**src/rtl/sc_pkg.sv**
```systemverilog
package sc_pkg;
  localparam logic [7:0] SOF_BYTE  = 8'hA5;
  localparam logic [7:0] OP_PULSE  = 8'h01;
  localparam logic [7:0] OP_TCLR   = 8'h02;
  localparam logic [7:0] OP_LEVEL  = 8'h03;
  localparam logic [7:0] LOCAL_MAX = 8'h0F;

  typedef struct packed {
    logic       vld;
    logic [7:0] op;
    logic [7:0] arg;
  } sc_cmd_t;

  typedef enum logic [1:0] {RX_IDLE, RX_START, RX_DATA, RX_STOP} rx_st_e;
  typedef enum logic [1:0] {FR_HUNT, FR_OP, FR_ARG, FR_SUM} fr_st_e;
endpackage

```
**src/rtl/sc_bit_rx.sv**
```systemverilog
module sc_bit_rx import sc_pkg::*; #(
  parameter int CLKS_PER_BIT = 289
) (
  input  logic       clk,
  input  logic       rst,
  input  logic       rx,
  output logic [7:0] byte_o,
  output logic       byte_vld
);
  localparam int CW   = $clog2(CLKS_PER_BIT + 1);
  localparam int HALF = CLKS_PER_BIT / 2;

  logic          s1, s2;
  rx_st_e        st;
  logic [CW-1:0] cnt;
  logic [2:0]    bit_idx;
  logic [7:0]    shreg;

  always_ff @(posedge clk) begin
    if (rst) begin
      s1 <= 1'b1;
      s2 <= 1'b1;
    end else begin
      s1 <= rx;
      s2 <= s1;
    end
  end

  always_ff @(posedge clk) begin
    if (rst) begin
      st       <= RX_IDLE;
      cnt      <= '0;
      bit_idx  <= '0;
      byte_vld <= 1'b0;
      byte_o   <= '0;
      shreg    <= '0;
    end else begin
      byte_vld <= 1'b0;
      case (st)
        RX_IDLE: begin
          cnt <= '0;
          if (!s2) st <= RX_START;
        end
        RX_START: begin
          if (cnt == CW'(HALF - 1)) begin
            cnt     <= '0;
            bit_idx <= '0;
            st      <= s2 ? RX_IDLE : RX_DATA;
          end else begin
            cnt <= cnt + 1'b1;
          end
        end
        RX_DATA: begin
          if (cnt == CW'(CLKS_PER_BIT - 1)) begin
            cnt     <= '0;
            shreg   <= {s2, shreg[7:1]};
            bit_idx <= bit_idx + 1'b1;
            if (bit_idx == 3'd7) st <= RX_STOP;
          end else begin
            cnt <= cnt + 1'b1;
          end
        end
        default: begin
          if (cnt == CW'(CLKS_PER_BIT - 1)) begin
            cnt <= '0;
            st  <= RX_IDLE;
            if (s2) begin
              byte_vld <= 1'b1;
              byte_o   <= shreg;
            end
          end else begin
            cnt <= cnt + 1'b1;
          end
        end
      endcase
    end
  end
endmodule

```
**src/rtl/sc_frame_dec.sv**
```systemverilog
module sc_frame_dec import sc_pkg::*; (
  input  logic       clk,
  input  logic       rst,
  input  logic [7:0] byte_i,
  input  logic       byte_vld,
  output sc_cmd_t    cmd_o,
  output logic       fwd_vld,
  output logic [7:0] fwd_op,
  output logic [7:0] fwd_arg,
  output logic       bad_sum
);
  fr_st_e     st;
  logic [7:0] op_q, arg_q;
  logic       is_local;

  assign is_local = (op_q != 8'h00) && (op_q <= LOCAL_MAX);
  assign fwd_op   = op_q;
  assign fwd_arg  = arg_q;

  always_ff @(posedge clk) begin
    if (rst) begin
      st      <= FR_HUNT;
      op_q    <= '0;
      arg_q   <= '0;
      cmd_o   <= '0;
      fwd_vld <= 1'b0;
      bad_sum <= 1'b0;
    end else begin
      cmd_o.vld <= 1'b0;
      fwd_vld   <= 1'b0;
      bad_sum   <= 1'b0;
      if (byte_vld) begin
        case (st)
          FR_HUNT: if (byte_i == SOF_BYTE) st <= FR_OP;
          FR_OP: begin
            op_q <= byte_i;
            st   <= FR_ARG;
          end
          FR_ARG: begin
            arg_q <= byte_i;
            st    <= FR_SUM;
          end
          default: begin
            st <= FR_HUNT;
            if (byte_i == (op_q ^ arg_q)) begin
              if (is_local) cmd_o <= '{vld: 1'b1, op: op_q, arg: arg_q};
              else          fwd_vld <= 1'b1;
            end else begin
              bad_sum <= 1'b1;
            end
          end
        endcase
      end
    end
  end
endmodule

```
**src/rtl/sc_local_exec.sv**
```systemverilog
module sc_local_exec import sc_pkg::*; #(
  parameter int NUM_IO     = 8,
  parameter int EXEC_DELAY = 3,
  parameter int TS_W       = 32,
  parameter int PLEN_W     = 16
) (
  input  logic              clk,
  input  logic              rst,
  input  sc_cmd_t           cmd_i,
  input  logic [PLEN_W-1:0] pulse_len,
  output logic [NUM_IO-1:0] io_o,
  output logic [TS_W-1:0]   ts_o,
  output logic              fire_o
);
  sc_cmd_t           pipe [EXEC_DELAY];
  sc_cmd_t           cur;
  logic [NUM_IO-1:0] mask_q, mask_d, pulse_nxt;

  always_ff @(posedge clk) begin
    if (rst) begin
      for (int i = 0; i < EXEC_DELAY; i++) pipe[i] <= '0;
    end else begin
      pipe[0] <= cmd_i;
      for (int i = 1; i < EXEC_DELAY; i++) pipe[i] <= pipe[i-1];
    end
  end

  assign cur    = pipe[EXEC_DELAY-1];
  assign fire_o = cur.vld;

  for (genvar g = 0; g < NUM_IO; g++) begin : g_line
    logic [PLEN_W-1:0] cnt_q, cnt_d;
    always_comb begin
      cnt_d = cnt_q;
      if (cnt_q != '0) cnt_d = cnt_q - 1'b1;
      if (fire_o && cur.op == OP_PULSE && cur.arg == 8'(g)) cnt_d = pulse_len;
    end
    always_ff @(posedge clk) begin
      if (rst) cnt_q <= '0;
      else     cnt_q <= cnt_d;
    end
    assign pulse_nxt[g] = (cnt_d != '0);
  end

  always_comb begin
    mask_d = mask_q;
    if (fire_o && cur.op == OP_LEVEL) mask_d = cur.arg[NUM_IO-1:0];
  end

  always_ff @(posedge clk) begin
    if (rst) begin
      mask_q <= '0;
      io_o   <= '0;
      ts_o   <= '0;
    end else begin
      mask_q <= mask_d;
      io_o   <= mask_d | pulse_nxt;
      ts_o   <= (fire_o && cur.op == OP_TCLR) ? '0 : ts_o + 1'b1;
    end
  end
endmodule

```
**src/rtl/sc_fwd_fifo.sv**
```systemverilog
module sc_fwd_fifo #(
  parameter int DEPTH = 16
) (
  input  logic       clk,
  input  logic       rst,
  input  logic       load,
  input  logic [7:0] b0,
  input  logic [7:0] b1,
  input  logic [7:0] b2,
  input  logic       ready,
  output logic [7:0] data,
  output logic       valid
);
  localparam int AW = $clog2(DEPTH);

  logic [7:0]    mem [DEPTH];
  logic [7:0]    hold [3];
  logic [1:0]    pend;
  logic [AW-1:0] wr_ptr, rd_ptr;
  logic [AW:0]   count;
  logic          wr, pop, room, take;

  assign room = (count <= (AW+1)'(DEPTH - 3));
  assign take = load && room && (pend == 2'd0);
  assign wr   = (pend != 2'd0);
  assign pop  = (count != '0) && (!valid || ready);

  always_ff @(posedge clk) begin
    if (take) begin
      hold[0] <= b0;
      hold[1] <= b1;
      hold[2] <= b2;
    end else if (wr) begin
      hold[0] <= hold[1];
      hold[1] <= hold[2];
    end
  end

  always_ff @(posedge clk) begin
    if (rst) begin
      pend   <= '0;
      wr_ptr <= '0;
      rd_ptr <= '0;
      count  <= '0;
      valid  <= 1'b0;
    end else begin
      if (take)    pend <= 2'd3;
      else if (wr) pend <= pend - 1'b1;
      if (wr)  wr_ptr <= wr_ptr + 1'b1;
      if (pop) rd_ptr <= rd_ptr + 1'b1;
      count <= count + (AW+1)'(wr) - (AW+1)'(pop);
      if (pop)        valid <= 1'b1;
      else if (ready) valid <= 1'b0;
    end
  end

  always_ff @(posedge clk) begin
    if (wr)  mem[wr_ptr] <= hold[0];
    if (pop) data <= mem[rd_ptr];
  end
endmodule

```
**src/rtl/sc_cmd_parser.sv**
```systemverilog
module sc_cmd_parser import sc_pkg::*; #(
  parameter int CLKS_PER_BIT = 289,
  parameter int NUM_IO       = 8,
  parameter int EXEC_DELAY   = 3,
  parameter int FIFO_DEPTH   = 16,
  parameter int ERR_W        = 8,
  parameter int TS_W         = 32,
  parameter int PLEN_W       = 16
) (
  input  logic              clk,
  input  logic              rst,
  input  logic              rx_serial,
  input  logic [PLEN_W-1:0] cfg_pulse_len,
  input  logic              cpu_ready,
  output logic [NUM_IO-1:0] io_out,
  output logic [TS_W-1:0]   tstamp,
  output logic              cpu_valid,
  output logic [7:0]        cpu_data,
  output logic [ERR_W-1:0]  err_count
);
  logic [7:0] rx_byte, fwd_op, fwd_arg;
  logic       rx_vld, fwd_vld, bad_sum, loc_vld, exec_fire;
  sc_cmd_t    loc_cmd;

  sc_bit_rx #(.CLKS_PER_BIT(CLKS_PER_BIT)) u_rx (
    .clk(clk), .rst(rst), .rx(rx_serial), .byte_o(rx_byte), .byte_vld(rx_vld)
  );

  sc_frame_dec u_dec (
    .clk(clk), .rst(rst), .byte_i(rx_byte), .byte_vld(rx_vld), .cmd_o(loc_cmd),
    .fwd_vld(fwd_vld), .fwd_op(fwd_op), .fwd_arg(fwd_arg), .bad_sum(bad_sum)
  );

  assign loc_vld = loc_cmd.vld;

  sc_local_exec #(
    .NUM_IO(NUM_IO), .EXEC_DELAY(EXEC_DELAY), .TS_W(TS_W), .PLEN_W(PLEN_W)
  ) u_exec (
    .clk(clk), .rst(rst), .cmd_i(loc_cmd), .pulse_len(cfg_pulse_len),
    .io_o(io_out), .ts_o(tstamp), .fire_o(exec_fire)
  );

  sc_fwd_fifo #(.DEPTH(FIFO_DEPTH)) u_fifo (
    .clk(clk), .rst(rst), .load(fwd_vld), .b0(fwd_op), .b1(fwd_arg),
    .b2(fwd_op ^ fwd_arg), .ready(cpu_ready), .data(cpu_data), .valid(cpu_valid)
  );

  always_ff @(posedge clk) begin
    if (rst)                          err_count <= '0;
    else if (bad_sum && ~&err_count)  err_count <= err_count + 1'b1;
  end
endmodule

```
**config.mk**
```make
export PLATFORM = sky130hd
export DESIGN_NAME = sc_cmd_parser
export DESIGN_NICKNAME = d
export VERILOG_FILES = /design/src/rtl/sc_pkg.sv /design/src/rtl/sc_bit_rx.sv /design/src/rtl/sc_frame_dec.sv /design/src/rtl/sc_local_exec.sv /design/src/rtl/sc_fwd_fifo.sv /design/src/rtl/sc_cmd_parser.sv
export SDC_FILE = /design/constraint.sdc
export NUM_CORES = 1
export LEC_CHECK = 0
export CAP_MARGIN = 0
export CORE_ASPECT_RATIO = 1.75
export CORE_MARGIN = 2
export CORE_UTILIZATION = 50
export DETAILED_ROUTE_END_ITERATION = 7
export PLACE_DENSITY = 0.73
export RECOVER_POWER = 100
export SYNTH_ARGS = -nofsm -noshare
export SYNTH_HDL_FRONTEND = slang
export SYNTH_HIERARCHICAL = 1
export SYNTH_SLANG_ARGS = --single-unit
```
**constraint.sdc**
```tcl
create_clock -name clk -period 3.2 [get_ports clk]
set_input_delay 0.32 -clock clk [delete_from_list [all_inputs] [get_ports clk]]
set_output_delay 0.32 -clock clk [all_outputs]
set_load 0.1 [all_outputs]
```
==> flow_summary.toml <==
[clock_tree]
insertion_delay_ns = 0.56
cts_buffer_depth = 3
clock-root-buffer = "clkbuf_16"
post_cts_resized = 0
cts.sinks = 481
htreeDepth = 2
cts_hold_buf = 0
cts_tree = "yes"
cts_made_buffers = 45
cts_post_setup_buffers_inserted = 0
clk_pin_slew_ns = 0.06

[synth]
synth_seq_area_share = 0.496
synth_top_flop_cell = "dfxtp_1"
synth_common_cells = "321 x dfxtp_1, 256 x nor2_1, 160 x edfxtp_1"
syn_inst = 2217
synth-edff-count = 160
async_flop_share = 0
ys_ff_latch = 481
synth.most_common_cell = "dfxtp_1"
synthesis.area_sq_mm = 0.0226
synth.largest_area_cell = "dfxtp_1"
avgSynthCellArea_sq_um = 10.2
yosysTopAreaCellShare = 0.284
synth.distinct_cells = 103
ys_warn_count = 6
synth_nets = 2285
synth_area_leaders = "dfxtp_1 28%, edfxtp_1 21%, mux2i_1 4.4%, nor2_1 4.2%, ha_1 2.6%"

[cells_and_area]
drive_gt1_frac = 0.0846
fin_cells = 2893
final_nets = 2350
area_growth_pct = 12.1
diodes = 0
fin_util = 0.566

[critical_path]
crit_fanout = 20
critPathKind = "reg -> reg"
cp_data_arrival_time_ns = 3.34
startpoint_type = "register"
required_ns = 3.60
critPathCaptureType = "register"

[power]
power_leakage_uw = 0.00958
p_per_area_mw_per_mm2 = 961
power_uw = 24400
vdd_drop_max_v = 0.000674

[die]
core_sq_mm = 0.0448
ioPinCount = 77
die_h_microns = 285
std_cell_rows = 103
dieArea_sq_mm = 0.0470
chipWidth_microns = 165
start_util = 0.504

[timing]
worst_slack_ns = 0.262
setup_viol = 0
max_clock_freq_ghz = 0.340
final.setup.tns_ns = 0
rsz0062_at_grt = "false"
drv_slew = 49
period_minus_slack_ns = 2.94
slew_headroom = -0.332
tightest_slew_ns = 2.00
final_hold_viol_count = 0
fin_crit_sh = 0.918
fin_skew_ns = 0.0174

[global_routing]
antenna_found_initial = 0
gr-total-overflow = 0
grt_max_degree = 169
grt_util_met1 = 0.252
gr-usage-met3 = 0.0332
top_usage_layer = "met2"
grt_pass1_wl_microns = 89300
grt_usage = 0.240
met2_usage = 0.437
first_global_vias = 17000

[routing]
wl_microns = 57100
drt_iter0_drc = 1338
wl_per_cell_microns = 19.7
postRouteAntennaNets = 0
firstDrtPassIters = 5
drt-vias-per-instance = 5.96
vias = 17200
drc = 0

[placed_design]
io_buffers = 76
place_inst = 2812
place_ws_ns = 0.375
gp_congestion = 0.931
dp_hpwl_microns = 40000

[run_status]
violations = "capacitance limit, slew limit"
status = "complete, but fails checks"

[worst_hold_path]
hold_class = "in -> reg"

[flow_run]
max-cap-violations = 1
-- sequential cells by signal (all words and copies together), names as in the netlist, 3 cells and up --
register             count
u_exec/g_line.cnt_q    128
u_exec/pipe             51
u_fifo/wr_ptr            4
u_rx/byte_o              8
err_count                8
u_fifo/rd_ptr            4
u_fifo/count             5
u_rx/bit_idx             3
u_exec/ts_o             32
u_exec/io_o              8
u_exec/mask_q            8
u_dec/fwd_arg            8
u_fifo/hold             24
u_dec/cmd_o             17
u_rx/cnt                 9
u_dec/fwd_op             8
u_rx/shreg               8
u_fifo/mem             128
u_fifo/data              8
-- stage by stage --
stage,instance area (sq um),hold WS [ns]
finish,25400,0.257
global route,25400,0.264
CTS,25500,0.229
detailed placement,24000,0.402
global placement,24000,0.396
floorplan,22600,0.389
-- cell usage in the layout, fill, tap and decap left out, types with 50 or more instances in the layout --
cell type / netlist / layout
dfxtp_1: 321 / 321
nor2_1: 256 / 256
edfxtp_1: 160 / 160
nand2_1: 129 / 129
mux2i_1: 99 / 99
a21oi_1: 91 / 91
nor3_1: 75 / 76
o21ai_0: 75 / 76
nand3_1: 65 / 66
xnor2_1: 64 / 64
nor2b_1: 63 / 63
nor4_1: 53 / 55
inv_1: 53 / 53
dlygate4sd3_1: 0 / 50
-- worst paths after layout --
check	start	endpoint	slack (ns)	depth (start not counted)
max	u_exec/pipe[0][45]	u_exec/io_o[2]	0.26	9
min reg2reg	u_rx/s1	u_rx/s2	0.42	1
max reg2reg	u_exec/pipe[0][45]	u_exec/io_o[2]	0.26	9
min	rst	u_exec/pipe[0][15]	0.26	2
-- where the power goes --
group	switching [uW]	leakage, uW	internal, uW
Sequential	1160	0.00409	7690
Clock	2340	0.000751	3260
Combinational	5900	0.00474	4030
-- worst max-delay path: stages (launching register included) --
cell and delay [ns]:
dfxtp_1 0.32, or4_1 0.57, nor4_1 0.27, buf_4 0.25, nand3_1 0.09, clkbuf_1 0.42
nor2_1 0.21, a21oi_1 0.10, nor4b_1 0.36, a41oi_1 0.17
-- cells by family after synthesis --
| kind of cell | synth area share |
|---|---|
| AND/OR/NAND/NOR | 0.222 |
| flip-flops | 0.496 |
| AO/OA/AOI/OAI | 0.103 |
| buffers and inverters | 0.0303 |
| multiplexers | 0.0715 |
| XOR/XNOR | 0.0500 |
| adder cells (fa/ha/maj) | 0.0269 |
-- metal layers --
layer	vias to the layer above	part of all wire
li1	8228	-
met1	8212	0.36
met2	560	0.52
met3	235	0.044
met4	0	0.068
met5	-	0
-- area by class of cell --
class | instances | area [sq um]
fillers | 3837 | 19500
well taps | 577 | 722
clock buffers | 55 | 1200
inverters | 54 | 203
repair buffers | 123 | 1040
flip-flops and latches | 481 | 11200
multi-input cells | 1577 | 10600
clock inverters | 26 | 338
No activity file was read; power rests on OpenSTA's default activity.
